File: src/rtl/wrlvl_pkg.sv
package wrlvl_pkg;

  // which wait the datapath counter is loaded with
  typedef enum logic [2:0] {
    W_MOD,
    W_DQSEN,
    W_MRD,
    W_HIGH,
    W_WLO,
    W_GAP
  } waitSel_e;

  // strobes from control to datapath
  typedef struct packed {
    logic     cntLoad;
    waitSel_e waitSel;
    logic     codeClr;
    logic     codeInc;
    logic     fbTake;
    logic     histClr;
  } dpStrb_t;

  typedef enum logic [3:0] {
    S_IDLE,
    S_ENTER,
    S_MOD,
    S_ODT,
    S_PRE,
    S_HIGH,
    S_WLO,
    S_SAMP,
    S_GAP,
    S_ODTOFF,
    S_EXIT,
    S_DONE
  } seqState_e;

endpackage

File: src/rtl/wrlvl_dp.sv
module wrlvl_dp
  import wrlvl_pkg::*;
#(
  parameter int CODE_W  = 5,
  parameter int CNT_W   = 8,
  parameter int DQ_W    = 8,
  parameter int T_MOD   = 12,
  parameter int T_DQSEN = 25,
  parameter int T_MRD   = 40,
  parameter int T_DQSL  = 3,
  parameter int T_DQSH  = 3,
  parameter int T_WLO   = 8,
  parameter int T_GAP   = 6
) (
  input  logic              clk,
  input  logic              rstN,
  input  dpStrb_t           strb,
  input  logic [DQ_W-1:0]   dqFb,
  output logic              cntDone,
  output logic              edgeHit,
  output logic              codeMax,
  output logic [CODE_W-1:0] delayCode
);

  localparam int MRD_WAIT = (T_MRD > T_DQSL) ? T_MRD : T_DQSL;
  localparam logic [CODE_W-1:0] CODE_TOP = '1;

  logic [CNT_W-1:0] cnt;
  logic [CNT_W-1:0] loadVal;
  logic             fbNow;
  logic             prevFb;
  logic             prevValid;

  // wait selector: a state entered with N-1 lasts N cycles
  always_comb begin
    case (strb.waitSel)
      W_MOD:   loadVal = CNT_W'(T_MOD - 1);
      W_DQSEN: loadVal = CNT_W'(T_DQSEN - 1);
      W_MRD:   loadVal = CNT_W'(MRD_WAIT - 1);
      W_HIGH:  loadVal = CNT_W'(T_DQSH - 1);
      W_WLO:   loadVal = CNT_W'(T_WLO - 1);
      W_GAP:   loadVal = CNT_W'(T_GAP - 1);
      default: loadVal = '0;
    endcase
  end

  always_ff @(posedge clk) begin
    if (!rstN)             cnt <= '0;
    else if (strb.cntLoad) cnt <= loadVal;
    else if (cnt != '0)    cnt <= cnt - 1'b1;
  end

  assign cntDone = (cnt == '0);

  // feedback history: OR of lanes covers prime-lane and all-lane styles
  assign fbNow = |dqFb;

  always_ff @(posedge clk) begin
    if (!rstN) begin
      prevFb    <= 1'b0;
      prevValid <= 1'b0;
    end else if (strb.histClr) begin
      prevFb    <= 1'b0;
      prevValid <= 1'b0;
    end else if (strb.fbTake) begin
      prevFb    <= fbNow;
      prevValid <= 1'b1;
    end
  end

  assign edgeHit = prevValid && !prevFb && fbNow;

  // saturating delay code
  always_ff @(posedge clk) begin
    if (!rstN)                                   delayCode <= '0;
    else if (strb.codeClr)                       delayCode <= '0;
    else if (strb.codeInc && delayCode != CODE_TOP) delayCode <= delayCode + 1'b1;
  end

  assign codeMax = (delayCode == CODE_TOP);


  code_nowrap_chk: assert property (@(posedge clk) disable iff (!rstN)
    (delayCode == CODE_TOP && !strb.codeClr) |=> delayCode == CODE_TOP);

endmodule

File: src/rtl/wrlvl_ctl.sv
module wrlvl_ctl
  import wrlvl_pkg::*;
#(
  parameter int ADDR_W   = 14,
  parameter int CNT_W    = 8,
  parameter int WL_BIT   = 7,
  parameter int QOFF_BIT = 12,
  parameter int T_MOD    = 12,
  parameter int T_DQSEN  = 25,
  parameter int T_DQSH   = 3
) (
  input  logic              clk,
  input  logic              rstN,
  input  logic              start,
  input  logic              cntDone,
  input  logic              edgeHit,
  input  logic              codeMax,
  input  logic [ADDR_W-1:0] mr1Base,
  output dpStrb_t           strb,
  output logic              cmdMrs,
  output logic [ADDR_W-1:0] mrAddr,
  output logic              odt,
  output logic              dqsOe,
  output logic              dqsPulse,
  output logic              lockFlag,
  output logic              errFlag,
  output logic              done
);

  seqState_e state, nextState;
  logic lockSet, errSet, flagClr;
  logic [ADDR_W-1:0] entryAddr, exitAddr;

  always_comb begin
    entryAddr           = mr1Base;
    entryAddr[WL_BIT]   = 1'b1;
    entryAddr[QOFF_BIT] = 1'b0;
    exitAddr            = mr1Base;
    exitAddr[WL_BIT]    = 1'b0;
    exitAddr[QOFF_BIT]  = 1'b0;
  end

  // next state and strobes
  always_comb begin
    nextState    = state;
    strb         = '0;
    strb.waitSel = W_MOD;
    lockSet      = 1'b0;
    errSet       = 1'b0;
    flagClr      = 1'b0;
    case (state)
      S_IDLE: if (start) begin
        nextState    = S_ENTER;
        strb.codeClr = 1'b1;
        strb.histClr = 1'b1;
        flagClr      = 1'b1;
      end
      S_ENTER: begin
        nextState    = S_MOD;
        strb.cntLoad = 1'b1;
        strb.waitSel = W_MOD;
      end
      S_MOD: if (cntDone) begin
        nextState    = S_ODT;
        strb.cntLoad = 1'b1;
        strb.waitSel = W_DQSEN;
      end
      S_ODT: if (cntDone) begin
        nextState    = S_PRE;
        strb.cntLoad = 1'b1;
        strb.waitSel = W_MRD;
      end
      S_PRE, S_GAP: if (cntDone) begin
        nextState    = S_HIGH;
        strb.cntLoad = 1'b1;
        strb.waitSel = W_HIGH;
      end
      S_HIGH: if (cntDone) begin
        nextState    = S_WLO;
        strb.cntLoad = 1'b1;
        strb.waitSel = W_WLO;
      end
      S_WLO: if (cntDone) nextState = S_SAMP;
      S_SAMP: begin
        strb.fbTake  = 1'b1;
        strb.cntLoad = 1'b1;
        strb.waitSel = W_GAP;
        if (edgeHit) begin
          lockSet   = 1'b1;
          nextState = S_ODTOFF;
        end else if (codeMax) begin
          errSet    = 1'b1;
          nextState = S_ODTOFF;
        end else begin
          strb.codeInc = 1'b1;
          nextState    = S_GAP;
        end
      end
      S_ODTOFF: if (cntDone) nextState = S_EXIT;
      S_EXIT:   nextState = S_DONE;
      S_DONE:   nextState = S_IDLE;
      default:  nextState = S_IDLE;
    endcase
  end

  always_ff @(posedge clk) begin
    if (!rstN) state <= S_IDLE;
    else       state <= nextState;
  end

  always_ff @(posedge clk) begin
    if (!rstN || flagClr) begin
      lockFlag <= 1'b0;
      errFlag  <= 1'b0;
    end else begin
      if (lockSet) lockFlag <= 1'b1;
      if (errSet)  errFlag  <= 1'b1;
    end
  end

  // Moore outputs
  always_comb begin
    cmdMrs   = (state == S_ENTER) || (state == S_EXIT);
    mrAddr   = (state == S_ENTER) ? entryAddr :
               (state == S_EXIT)  ? exitAddr  : '0;
    odt      = (state == S_ODT) || (state == S_PRE) || (state == S_HIGH) ||
               (state == S_WLO) || (state == S_SAMP) || (state == S_GAP);
    dqsOe    = (state == S_PRE) || (state == S_HIGH) || (state == S_WLO) ||
               (state == S_SAMP) || (state == S_GAP);
    dqsPulse = (state == S_HIGH);
    done     = (state == S_DONE);
  end

  // spacing monitors used by the properties below
  logic [CNT_W-1:0] sinceMrs, sinceOdt, highRun;
  localparam logic [CNT_W-1:0] SAT = '1;

  always_ff @(posedge clk) begin
    if (!rstN) begin
      sinceMrs <= '0;
      sinceOdt <= '0;
      highRun  <= '0;
    end else begin
      if (cmdMrs)              sinceMrs <= '0;
      else if (sinceMrs != SAT) sinceMrs <= sinceMrs + 1'b1;
      if (!odt)                sinceOdt <= '0;
      else if (sinceOdt != SAT) sinceOdt <= sinceOdt + 1'b1;
      if (!dqsPulse)           highRun  <= '0;
      else if (highRun != SAT)  highRun  <= highRun + 1'b1;
    end
  end


  odt_after_mod_chk: assert property (@(posedge clk) disable iff (!rstN)
    $rose(odt) |-> sinceMrs >= CNT_W'(T_MOD));


  dqs_after_odt_chk: assert property (@(posedge clk) disable iff (!rstN)
    $rose(dqsOe) |-> sinceOdt >= CNT_W'(T_DQSEN));


  pulse_in_window_chk: assert property (@(posedge clk) disable iff (!rstN)
    dqsPulse |-> (odt && dqsOe));


  pulse_high_chk: assert property (@(posedge clk) disable iff (!rstN)
    $fell(dqsPulse) |-> highRun == CNT_W'(T_DQSH));


  odt_off_at_mrs_chk: assert property (@(posedge clk) disable iff (!rstN)
    cmdMrs |-> (!odt && !dqsOe));


  done_single_chk: assert property (@(posedge clk) disable iff (!rstN)
    done |=> !done);


  flag_excl_chk: assert property (@(posedge clk) disable iff (!rstN)
    !(lockFlag && errFlag));

endmodule

File: src/rtl/wrlvl_seq.sv
module wrlvl_seq
  import wrlvl_pkg::*;
#(
  parameter int CODE_W   = 5,
  parameter int CNT_W    = 8,
  parameter int DQ_W     = 8,
  parameter int ADDR_W   = 14,
  parameter int WL_BIT   = 7,
  parameter int QOFF_BIT = 12,
  parameter int T_MOD    = 12,
  parameter int T_DQSEN  = 25,
  parameter int T_MRD    = 40,
  parameter int T_DQSL   = 3,
  parameter int T_DQSH   = 3,
  parameter int T_WLO    = 8,
  parameter int T_GAP    = 6
) (
  input  logic              clk,
  input  logic              rstN,
  input  logic              start,
  input  logic [ADDR_W-1:0] mr1Base,
  input  logic [DQ_W-1:0]   dqFb,
  output logic              cmdMrs,
  output logic [ADDR_W-1:0] mrAddr,
  output logic              odt,
  output logic              dqsOe,
  output logic              dqsPulse,
  output logic [CODE_W-1:0] delayCode,
  output logic              lockFlag,
  output logic              errFlag,
  output logic              done
);

  dpStrb_t strb;
  logic    cntDone, edgeHit, codeMax;

  wrlvl_ctl #(
    .ADDR_W(ADDR_W), .CNT_W(CNT_W), .WL_BIT(WL_BIT), .QOFF_BIT(QOFF_BIT),
    .T_MOD(T_MOD), .T_DQSEN(T_DQSEN), .T_DQSH(T_DQSH)
  ) ctl (
    .clk(clk), .rstN(rstN), .start(start),
    .cntDone(cntDone), .edgeHit(edgeHit), .codeMax(codeMax),
    .mr1Base(mr1Base), .strb(strb),
    .cmdMrs(cmdMrs), .mrAddr(mrAddr), .odt(odt), .dqsOe(dqsOe),
    .dqsPulse(dqsPulse), .lockFlag(lockFlag), .errFlag(errFlag), .done(done)
  );

  wrlvl_dp #(
    .CODE_W(CODE_W), .CNT_W(CNT_W), .DQ_W(DQ_W),
    .T_MOD(T_MOD), .T_DQSEN(T_DQSEN), .T_MRD(T_MRD), .T_DQSL(T_DQSL),
    .T_DQSH(T_DQSH), .T_WLO(T_WLO), .T_GAP(T_GAP)
  ) dp (
    .clk(clk), .rstN(rstN), .strb(strb), .dqFb(dqFb),
    .cntDone(cntDone), .edgeHit(edgeHit), .codeMax(codeMax),
    .delayCode(delayCode)
  );

endmodule

File: config.mk
export PLATFORM = sky130hd
export DESIGN_NAME = wrlvl_seq
export DESIGN_NICKNAME = d
export VERILOG_FILES = /design/src/rtl/wrlvl_pkg.sv /design/src/rtl/wrlvl_dp.sv /design/src/rtl/wrlvl_ctl.sv /design/src/rtl/wrlvl_seq.sv
export SDC_FILE = /design/constraint.sdc
export NUM_CORES = 1
export LEC_CHECK = 0
export BUFFER_PORTS_ARGS = -buffer_cell sky130_fd_sc_hd__buf_4
export CAP_MARGIN = 20
export CORE_MARGIN = 1.5
export CORE_UTILIZATION = 45
export CTS_CLUSTER_DIAMETER = 150
export DETAILED_ROUTE_END_ITERATION = 6
export PLACE_DENSITY = 0.72
export SLEW_MARGIN = 20
export SYNTH_ARGS = -nofsm -noshare
export SYNTH_HDL_FRONTEND = slang
export SYNTH_SLANG_ARGS = --single-unit
File: constraint.sdc
create_clock -name clk -period 1.91 [get_ports clk]
set_input_delay 0.191 -clock clk [delete_from_list [all_inputs] [get_ports clk]]
set_output_delay 0.191 -clock clk [all_outputs]
set_load 0.03 [all_outputs]
# Yosys cells after proc, flatten, opt, wreduce, memory -nomap -nowiden
# Cells that the tools add are included.
[word_totals] regBits=21 out_inout_bits=26 wordCells=90
[op_classes] add_sub_neg=2 n_eq_ne=25 muxes=30 bitwise=1 n_reduce_logical=25
[ops] cell="$mux W4" n=12
[ops] cell="$pmux W4 S10" n=1
[ops] cell="$pmux W6 S6" n=1
[ops] cell="$mux W14" n=2
[ops] cell="$pmux W4 S6" n=1
[ops] cell="$eq A4 B3 Y1 const B" n=4
[ops] cell="$eq A4 B4 Y1 const B" n=4
[ops] cell="$mux W8" n=2
[ops] cell="$ne A2 B2 Y1 const B" n=6
[ops] cell="$logic_or A1 B1 Y1" n=11
[ops] cell="$mux W1" n=10
[ops] cell="$eq A4 B2 Y1 const B" n=2
[ops] cell="$logic_not A8 Y1" n=1
[ops] cell="$reduce_bool A8 Y1" n=1
[ops] cell="$reduce_or A8 Y1" n=1
[ops] cell="$sub A8 B1 Y8 const B" n=1
[ops] cell="$reduce_and A7 Y1" n=1
[ops] cell="$eq A3 B2 Y1 const B" n=2
[ops] cell="$eq A3 B3 Y1 const B" n=2
[ops] cell="$add A5 B1 Y5 const B" n=1
[ops] cell="$eq A5 B5 Y1 const B" n=1
[ops] cell="$ne A5 B5 Y1 const B" n=1
[ops] cell="$eq A4 B1 Y1 const B" n=1
[ops] cell="$logic_not A4 Y1" n=1
[ops] cell="9 further kinds" n=13

# Depth between registers and ports, before layout
# Gate-level depths: netlist of run 1.
[logic_depth] ltp_word=6 depth_mapped=7 mapped_depth_nobuf=6

# Hierarchy
# A second synthesis of run 1 with hierarchy kept.
[hier_totals] cells_unflattened=184 hier_area_um2=1425.1
[by_module_without_submodules] mod="wrlvl_dp" instances=1 cells_each=88 area_each_um2=773.2
[by_module_without_submodules] mod="wrlvl_ctl" instances=1 cells_each=96 area_each_um2=651.9

# Worst setup path before layout of run 1
# No wires, ideal clock.
[synth_path] kind="register -> register" start="register dp.cnt[0]" end="register ctl.state[1]" arrival_ns=1.939 setup_slack_ns=-0.124 stages_incl_launch_ff=8 path_buffers=1 cell_sequence="dfxtp_1 inv_1 ha_1 nor3b_1 and2_0 buf_2 mux2_2 a221oi_1"
[synth_between] elab_chain_cells=3
[synth_lines] element="from (decl)" line_no="wrlvl_dp.sv:28" source="logic [CNT_W-1:0] cnt;"
[synth_lines] element="from (signal assigned)" line_no="wrlvl_dp.sv:49" source="else if (strb.cntLoad) cnt <= loadVal;"
[synth_lines] element="from (signal assigned)" line_no="wrlvl_dp.sv:50" source="else if (cnt != '0) cnt <= cnt - 1'b1;"
[synth_lines] element="$logic_not A8 Y1 *" line_no="wrlvl_dp.sv:53" source="assign cntDone = (cnt == '0);"
[synth_lines] element="$ne A2 B2 Y1 (no source line) / $ne A2 B1 Y1 (equally long branches)"
[synth_lines] element="$reduce_and A7 Y1 (no source line) *"
[synth_lines] element="to (signal assigned)" line_no="wrlvl_ctl.sv:108" source="else state <= nextState;"
[synth_lines] element="to (decl)" line_no="wrlvl_ctl.sv:30" source="seqState_e state, nextState;"
# Every way passes the cells marked *; elsewhere a longest branch is shown, timed or not.
# A chain may end at the register's enable or synchronous reset.

# Worst setup path after layout of run 1
[layout_path] start="register ctl.state[2]" end="output port odt"
[layout_between] elab_chain_cells=6
[layout_lines] element="$eq A4 B2 Y1 / $eq A4 B3 Y1 (equally long branches)" line_no="wrlvl_ctl.sv:126" source="odt = (state == S_ODT) || (state == S_PRE) || (state == S_HIGH) ||"
[layout_lines] element="$logic_or A1 B1 Y1 (3 in series)" line_no="wrlvl_ctl.sv:126"
[layout_lines] element="$logic_or A1 B1 Y1" line_no="wrlvl_ctl.sv:127" source="(state == S_WLO) || (state == S_SAMP) || (state == S_GAP);"
[layout_lines] element="$logic_or A1 B1 Y1 *" line_no="wrlvl_ctl.sv:127"
[layout_lines] element="to (decl)" line_no="wrlvl_seq.sv:25" source="output logic odt,"
# Marked as above.

==> flow_summary.ini, run 1 <==
[run_status]
outcome = finished, final reports clean

[placed_design]
dpl_cell_area_um2 = 1891
place_ws_ns = 0.08460
numPortBuffers = 47
place_hpwl_mm = 2.930
place_inst = 279
place_congestion = 0.8387

[worst_setup_path]
worstPathMaxFanout = 13
endpoint = odt
worstPathArrival_ns = 1.64
r2r_slack_ns = 0.11
r2r_start = dp.delayCode[0]$_SDFFE_PP0P_
required_ns = 1.72
start_kind = flop
endpoint_kind = output pin
crit_start = ctl.state[2]$_SDFFE_PN0P_
crit_type = reg2out
path_buf_inv = 1
cp_slowest_stage_delay_ns = 0.61
critPathTopFamily = simple AND/OR/NAND/NOR gates
r2r-end = dp.delayCode[3]$_SDFFE_PP0P_
worstPathCellList = or4b_1, o21ai_0, buf_4
crit_cells = 3
slowest_stage = or4b_1
rr_worst_depth = 6

[worst_hold_path]
hold_path_class = in2reg

[timing]
setup_violations = 0
hold_violations = 0
period_minus_slack_ns = 1.833
fin_skew_ns = 0.003328
setup_tns_ns = 0
drv_slew = 0
period_share_pct = 95.97
achievable-frequency_ghz = 0.5455
fin_ws_ns = 0.07692
tightest_slew_ns = 0.5187
rsz0062_at_grt = no
slew_headroom_pct = 65.19

[synthesis]
ys_ff_latch = 21
synth_xor_xnor_area_share_pct = 3.062
synth_area_leader_cell = dfxtp_1
synth_fa_ha_area_share_pct = 3.500
synth_compound_area_share_pct = 22.92
syn_inst = 187
synth_top_area_share_pct = 29.40
yosysUniqueCellTypes = 48
synthesis.area_um2 = 1430
synth_ff_type = dfxtp_1
synthSimpleGateAreaFrac_pct = 33.25
synth_fp_nets = 216
synth_top_family_by_area = simple AND/OR/NAND/NOR gates
muxShareOfSynthArea_pct = 1.487
yosysSeqAreaShare_pct = 29.40
yosys-top-cells-area = dfxtp_1, and2_1, a21oi_1
postSynthAreaPerCell_um2 = 7.648
synth-edff-count = 0
synthArstFlopShare_pct = 0
synth_warnings = 0

[die]
initial_core_util_pct = 47.23
die_area_um2 = 3525
fp.dieH_um = 59.38
die_w_um = 59.38
fp-row-count = 20
coreArea_um2 = 3028
ioPinCount = 51

[cts]
cts_buffers = 3
clkSinkCount = 21
worstSkewPairLatency_ns = 0.31
cts_tree = done
root_buffer = clkbuf_4
ctsHtreeMaxLevel = 1
cts.path.max_buffers = 2
path_clk_slew_ns = 0.13

[grt]
grt_pass1_vias = 1454
grt_pass1_wl_mm = 6.044
grt_max_degree = 15
gr-usage-all-layers_pct = 22.19
grt_overflow = 0
antenna_found_initial = 0

[power]
power_density_nw_per_um2 = 1182
ir_drop_uv = 531.9
p_leak_uw = 0.0008691

[final_layout]
drive_gt1_share_pct = 33.61
area_growth_pct = 37.62
utilization_pct = 65.00
stdcell_count = 285
insertedDiodeCount = 0
num-nets-final = 271
final_area_um2 = 1968
nFillCells = 278

[routing]
dr.first_iter.drc_count = 55
num_vias = 1593
vias_per_cell = 5.589
drtAntennaViolNets = 0
firstDrtPassIters = 4
wl_mm = 3.789
route.detailed.drc = 0
routedWlPerCell_um = 13.29

[job]
cap_violations = 0
-- cells by family after synthesis --
logic type	after synthesis
and+or+nand+nor	82
adders and majority gates	4
muxes	2
xor gates and xnor gates	5
AOI/OAI and AO/OA	51
DFF	21
buffers and inverters	21
other	1
-- state kept, by name (all words and copies together) (netlist names) --
name / cells
dp.cnt: 8
dp.delayCode: 5
ctl.state: 4
ctl.errFlag: 1
ctl.lockFlag: 1
dp.prevFb: 1
dp.prevValid: 1
-- worst min path at each step --
stage | slack, ns | cells past startpoint | from | end
after floorplan | 0.31 | 1 | rstN | ctl.state[2]$_SDFFE_PN0P_
after global placement | 0.45 | 2 | dp.prevValid$_SDFFE_PP0N_ | dp.prevValid$_SDFFE_PP0N_
final | 0.14 | 2 | rstN | ctl.state[2]$_SDFFE_PN0P_
after global routing | 0.13 | 2 | rstN | ctl.state[2]$_SDFFE_PN0P_
after detailed placement | 0.47 | 2 | dp.prevValid$_SDFFE_PP0N_ | dp.prevValid$_SDFFE_PP0N_
after CTS | 0.14 | 2 | rstN | ctl.state[2]$_SDFFE_PN0P_
-- cell usage after synthesis (all sizes together) (2+ instances only) --
master,n
a21o,3
a21oi,17
a221oi,2
a31oi,3
and2,15
and3,3
buf,5
clkbuf,8
dfxtp,21
ha,4
inv,7
nand2,11
nand2b,3
nand3,3
nand4,4
nand4b,2
nor2,14
nor2b,3
nor3,8
nor3b,4
nor4,2
o21a,4
o21ai,9
o311ai,4
o31ai,2
or4,5
xnor2,3
xor2,2
-- power by group --
group	internal, µW	total [µW]	switching, µW
clock network	79.8	231	152
registers	534	642	108
logic	662	1450	791
-- layout by cell type, fill, tap and decap left out, drive strengths merged, types with 2 or more instances in the layout --
master / instances
a21o: 3
nor3: 8
clkbuf: 3
nor2b: 3
ha: 4
a21oi: 17
nand4: 4
o31ai: 2
a221oi: 2
o21a: 4
inv: 7
and2: 15
nor4: 2
a31oi: 3
and3: 3
xnor2: 3
nand2: 11
nor3b: 4
nand3: 3
o311ai: 4
nor2: 14
or4: 5
nand4b: 2
o21ai: 9
nand2b: 3
xor2: 2
dfxtp: 21
buf: 63
-- metrics by stage --
stage          power [µW]  hold WS, ns
2_1_floorplan        1563       0.3085
3_3_place_gp         1974       0.4462
3_5_place_dp         2014       0.4668
4_1_cts              2246       0.1351
5_1_grt              2496       0.1340
6_report             2325       0.1392
-- layout make-up --
class,instances,area (µm²),area share [%]
Sequential cell,21,430.4,21.87
Multi-Input combinational cell,145,952.2,48.38
Clock buffer,3,22.52,1.144
Inverter,8,30.03,1.526
Clock inverter,1,7.507,0.3814
Timing Repair Buffer,63,470.5,23.90
Tap cell,44,55.05,2.797
-- layer usage --
layer  up-vias  GRT usage, %  wire length [µm]
li1        791             -                 -
met1       727         27.36              1603
met2        69         38.30              1868
met3         6         3.930               263
met4         0         8.117                52
met5         -             0                 0
-- repair_timing --
| action | in CTS | in global routing |
|---|---|---|
| hold buffers | 0 | 0 |
| setup buffers | 0 | 1 |
| endpoints found under the setup margin | 1 | 19 |
| gates cloned | 0 | 1 |
| pin swaps | 0 | 0 |
| gates resized for setup | 1 | 15 |
(Power assumes the default switching activity.)
==> run 2: changes to the inputs <==
--- a/config.mk
+++ b/config.mk
@@ -5,6 +5,7 @@
 export SDC_FILE = /design/constraint.sdc
 export NUM_CORES = 1
 export LEC_CHECK = 0
+export ABC_AREA = 1
 export BUFFER_PORTS_ARGS = -buffer_cell sky130_fd_sc_hd__buf_4
 export CAP_MARGIN = 20
 export CORE_MARGIN = 1.5
==> flow_summary.ini, run 2 <==
[run_status]
outcome = finished, final reports clean

[placed_design]
place_hpwl_mm = 2.579
numPortBuffers = 47
place_congestion = 0.8904

[timing]
rsz0062_at_grt = no
period_share_pct = 92.91
setup_tns_ns = 0
hold_slack_ns = 0.1537
hold_violations = 0
fin_skew_ns = 0.009264
setup_violations = 0
period_minus_slack_ns = 1.775
achievable-frequency_ghz = 0.5635
drv_slew = 0

[worst_setup_path]
cp_slowest_stage_delay_ns = 0.46
worstPathArrival_ns = 1.58
r2r_start = dp.cnt[0]$_SDFFE_PN0P_
worstPathCellList = inv_1, nand2_1, nor2_2, nor2_4, nor2_1, buf_4
crit_type = reg2out
start_kind = flop
r2r_slack_ns = 0.16
slowest_stage = dfxtp_1
r2r-end = dp.cnt[2]$_SDFFE_PN0P_
worstPathMaxFanout = 13
endpoint_kind = output pin
rr_worst_depth = 11
required_ns = 1.72

[die]
fp-row-count = 20
coreArea_um2 = 3078
ioPinCount = 51
initial_core_util_pct = 48.01
die_area_um2 = 3637
die_w_um = 60.31
fp.dieH_um = 60.31

[routing]
firstDrtPassIters = 4
vias_per_cell = 4.595
route.detailed.drc = 0
dr.first_iter.drc_count = 75
num_vias = 1498
drtAntennaViolNets = 0
routedWlPerCell_um = 10.00
wl_mm = 3.260

[synthesis]
synth_warnings = 0
ys_top_cells_by_count = nor2_1, nand2_1, inv_1
synthArstFlopShare_pct = 0
syn_inst = 232
ys_ff_latch = 21
synthesis.area_um2 = 1478
yosys-top-cells-area = dfxtp_1, nor2_1, nand2_1
postSynthAreaPerCell_um2 = 6.369
yosysUniqueCellTypes = 30
synth_ff_type = dfxtp_1
yosysSeqAreaShare_pct = 28.45
synth-edff-count = 0
synth_fp_nets = 261
synth_area_leader_cell = dfxtp_1
synth_top_area_share_pct = 28.45
yosysMostFrequentCell = nor2_1

[cts]
root_buffer = clkbuf_4
clkSinkCount = 21
ctsHoldBuffers = 0
cts_buffers = 3
cts_tree = done
ctsHtreeMaxLevel = 1
cts.path.max_buffers = 2
path_clk_slew_ns = 0.12
worstSkewPairLatency_ns = 0.31

[grt]
grt_pass1_wl_mm = 5.388
gr-usage-all-layers_pct = 19.01
grt_overflow = 0
grt_pass1_vias = 1266
grt_max_degree = 14
antenna_found_initial = 0

[power]
ir_drop_uv = 860.7
p_leak_uw = 0.001013
power_density_nw_per_um2 = 1430
total_power_uw = 2754

[final_layout]
insertedDiodeCount = 0
mostFrequentLayoutCells = buf_4, nand2_1, nor2_1
drive_gt1_share_pct = 30.85
num-nets-final = 312
regMostFlops = dp.cnt
area_growth_pct = 30.31
largestRegisters = dp.cnt: 8 flops, dp.delayCode: 5 flops, ctl.state: 4 flops
largest_reg_flops = 8
layout_commonest_cell = buf_4

[worst_hold_path]
whs_endpoint = dp.cnt[0]$_SDFFE_PN0P_
hold_path_class = in2reg
hold_start = rstN
whs_path_depth = 3

[job]
cap_violations = 0
-- run 2: what timing repair did --
| item | in CTS | in global routing |
|---|---|---|
| resized for setup | 2 | 4 |
| setup endpoints to repair | 13 | 13 |
| buffers inserted | 0 | 0 |
-- run 2: cells by family after synthesis --
kind of cell	share of synthesized area, %
compound gates	11.60
xor+xnor	2.371
fa+ha+maj	3.387
buf+inv	10.92
flops	28.45
other cells	0.2538
simple gates	43.01
-- run 2: cell type report --
cell class | instances | area, µm²
fill | 313 | 1152
clock buffer | 4 | 26.28
inverter | 37 | 141.4
tap | 44 | 55.05
multi-input combinational | 171 | 913.4
timing repair buffer | 49 | 367.9
sequential | 21 | 421.7
-- run 2: worst max path at each step --
stage	start	endpoint	slack [ns]	cells after the start
finish	ctl.state[1]$_SDFFE_PN0P_	mrAddr[10]	0.14	6
global route	dp.cnt[0]$_SDFFE_PN0P_	dp.cnt[2]$_SDFFE_PN0P_	0.002	11
CTS	ctl.state[3]$_SDFFE_PN0P_	mrAddr[10]	0.0008	7
detailed placement	ctl.state[1]$_SDFFE_PN0P_	mrAddr[11]	0.13	6
global placement	ctl.state[1]$_SDFFE_PN0P_	mrAddr[11]	0.12	6
floorplan	ctl.state[0]$_SDFFE_PN0P_	mrAddr[10]	0.001	5
-- run 2: power by group --
part | total, µW | switching [µW] | internal (µW) | leakage, µW
Combinational | 1890 | 1200 | 687 | 0.000825
Sequential | 649 | 104 | 545 | 0.000172
Clock | 218 | 136 | 81.6 | 0.0000150
-- run 2: through the flow --
step	instances	cell area, µm²	utilization [%]	setup WS [ns]
after floorplan	232	1480	-	0.001475
after global placement	322	1883	61.18	0.1213
after detailed placement	322	1883	61.18	0.1297
after CTS	326	1917	62.28	0.0008322
after global routing	326	1926	62.56	0.001791
final	326	1926	62.56	0.1354
-- run 2: routing by layer --
layer | vias to the layer above | part of all wire [%] | GRT usage, % | wire [µm]
met3 | 4 | 3.8 | 3.896 | 123
met4 | 0 | 0.49 | 2.857 | 16
li1 | 820 | - | - | -
met5 | - | 0 | 0 | 0
met1 | 645 | 47 | 25.59 | 1524
met2 | 29 | 49 | 31.99 | 1596
-- run 2: worst max-delay path, delay by kind of cell, from the launching register on --
| family | cells | cell delay, ns |
|---|---|---|
| buffers and inverters | 2 | 0.26 |
| DFF | 1 | 0.46 |
| and+or+nand+nor | 4 | 0.56 |
==> run 3: changes to the inputs <==
--- a/config.mk
+++ b/config.mk
@@ -7,12 +7,12 @@
 export LEC_CHECK = 0
 export ABC_AREA = 1
 export BUFFER_PORTS_ARGS = -buffer_cell sky130_fd_sc_hd__buf_4
-export CAP_MARGIN = 20
 export CORE_MARGIN = 1.5
 export CORE_UTILIZATION = 45
 export CTS_CLUSTER_DIAMETER = 150
 export DETAILED_ROUTE_END_ITERATION = 6
 export PLACE_DENSITY = 0.72
+export SETUP_SLACK_MARGIN = 0.2
 export SLEW_MARGIN = 20
 export SYNTH_ARGS = -nofsm -noshare
 export SYNTH_HDL_FRONTEND = slang
==> flow_summary.ini, run 3 (synthesis gave the netlist of run 2 again) <==
[placed_design]
numPortBuffers = 47
place_congestion = 0.8805
dpl_cell_area_um2 = 1971
place_hpwl_mm = 2.812
place_inst = 330

[timing]
hold_slack_ns = 0.1438
period_minus_slack_ns = 1.655
rsz0062_at_grt = yes
setup_violations = 0
setup_tns_ns = 0
hold_violations = 0
drv_slew = 0
fin_skew_ns = 0.003234
achievable-frequency_ghz = 0.6042
period_share_pct = 86.65

[final_layout]
stdcell_count = 339
drive_gt1_share_pct = 42.03
seq_area_um2 = 432.9
nFillCells = 275
insertedDiodeCount = 0
largest_reg_flops = 8
layout_commonest_cell = buf_4
num-nets-final = 325
regMostFlops = dp.cnt
utilization_pct = 69.15
largestRegisters = dp.cnt: 8 flops, dp.delayCode: 5 flops, ctl.state: 4 flops
final_area_um2 = 2128
area_growth_pct = 44.03
mostFrequentLayoutCells = buf_4, nand2_1, nor2_1
multiInputGateArea_um2 = 1008

[die]
coreArea_um2 = 3078
initial_core_util_pct = 48.01
ioPinCount = 51
fp.dieH_um = 60.31
die_area_um2 = 3637
die_w_um = 60.31
fp-row-count = 20

[routing]
vias_per_cell = 4.634
drtAntennaViolNets = 0
dr.first_iter.drc_count = 30
routedWlPerCell_um = 11.01
num_vias = 1571
wl_mm = 3.733
firstDrtPassIters = 6
route.detailed.drc = 0

[grt]
grt_max_degree = 14
antenna_found_initial = 0
gr-usage-all-layers_pct = 20.31
grt_pass1_vias = 1431
grt_overflow = 0
grt_pass1_wl_mm = 5.851

[cts]
cts.path.max_buffers = 2
ctsHoldBuffers = 0
ctsHtreeMaxLevel = 1
root_buffer = clkbuf_4
clkSinkCount = 21
cts_buffers = 3
path_clk_slew_ns = 0.13
worstSkewPairLatency_ns = 0.31
cts_tree = done

[job]
cap_violations = 0

[power]
ir_drop_uv = 717.6
p_switching_uw = 1634
pwr-share-seq_pct = 20.9
p_leak_uw = 0.001076
power_density_nw_per_um2 = 1471
p_sw_share_pct = 52.17
pwr-share-comb_pct = 71.6
clockPowerShare_pct = 7.4
p_int_uw = 1498

[worst_setup_path]
endpoint_kind = output pin
required_ns = 1.72
start_kind = flop
crit_type = reg2out
worstPathMaxFanout = 7
worstPathArrival_ns = 1.46

[worst_hold_path]
hold_path_class = in2reg

[run_status]
outcome = finished, final reports clean
run 3: cell types whose count changed in the layout (fill, tap and decap cells not counted), sizes merged:
cell and change:
buf +11, nor2 +2, clkbuf -1, clkinvlp +1
run 3: critical path, cell delays in order, from the launching register on:
cell and delay (ns):
dfxtp_4 0.39, nor2_4 0.13, inv_2 0.09, nor2_4 0.18
nor2_4 0.10, nor2_1 0.10, buf_4 0.17
run 3: timing repair:
item,CTS,global route
setup endpoints to repair,15,27
pin swaps,2,8
gates resized for setup,5,30
gates cloned,1,1
setup buffers,1,2
run 3: power groups by stage:
stage	clock network (µW)	logic, µW	registers [µW]
3_3_place_gp	0	2000	635
2_1_floorplan	0	1480	641
4_1_cts	238	2070	628
6_report	233	2240	656
3_5_place_dp	0	2010	638
5_1_grt	263	2470	669
run 3: stage by stage:
step                power [µW]  worst slack [ns]
detailed placement        2644          -0.03120
CTS                       2934            0.2306
finish                    3132            0.2550
global placement          2634          0.002167
global route              3401            0.1611
floorplan                 2117            0.2285
run 3: final timing paths:
check,from,endpoint,slack (ns),cells after the start
hold / removal,rstN,dp.cnt[0]$_SDFFE_PN0P_,0.14,3
setup reg to reg,dp.cnt[0]$_SDFFE_PN0P_,dp.cnt[2]$_SDFFE_PN0P_,0.29,11
setup / recovery,ctl.state[3]$_SDFFE_PN0P_,mrAddr[1],0.26,6
hold reg to reg,dp.prevValid$_SDFFE_PP0N_,dp.prevValid$_SDFFE_PP0N_,0.46,2
run 3: layout make-up:
| cell class | instances | share of cell area [%] |
|---|---|---|
| clock buffer | 3 | 1.058 |
| clock inverter | 1 | 0.3527 |
| inverter | 37 | 6.761 |
| multi-input combinational | 173 | 47.38 |
| sequential | 21 | 20.34 |
| tap | 44 | 2.587 |
| timing repair buffer | 60 | 21.52 |
run 3: per-layer routing:
layer,global-route usage (%),vias to the layer above,share of wire (%)
met4,3.175,0,0
met1,27.23,704,46
met3,2.597,0,2.6
met2,35.40,24,52
met5,0,-,0
li1,-,843,-
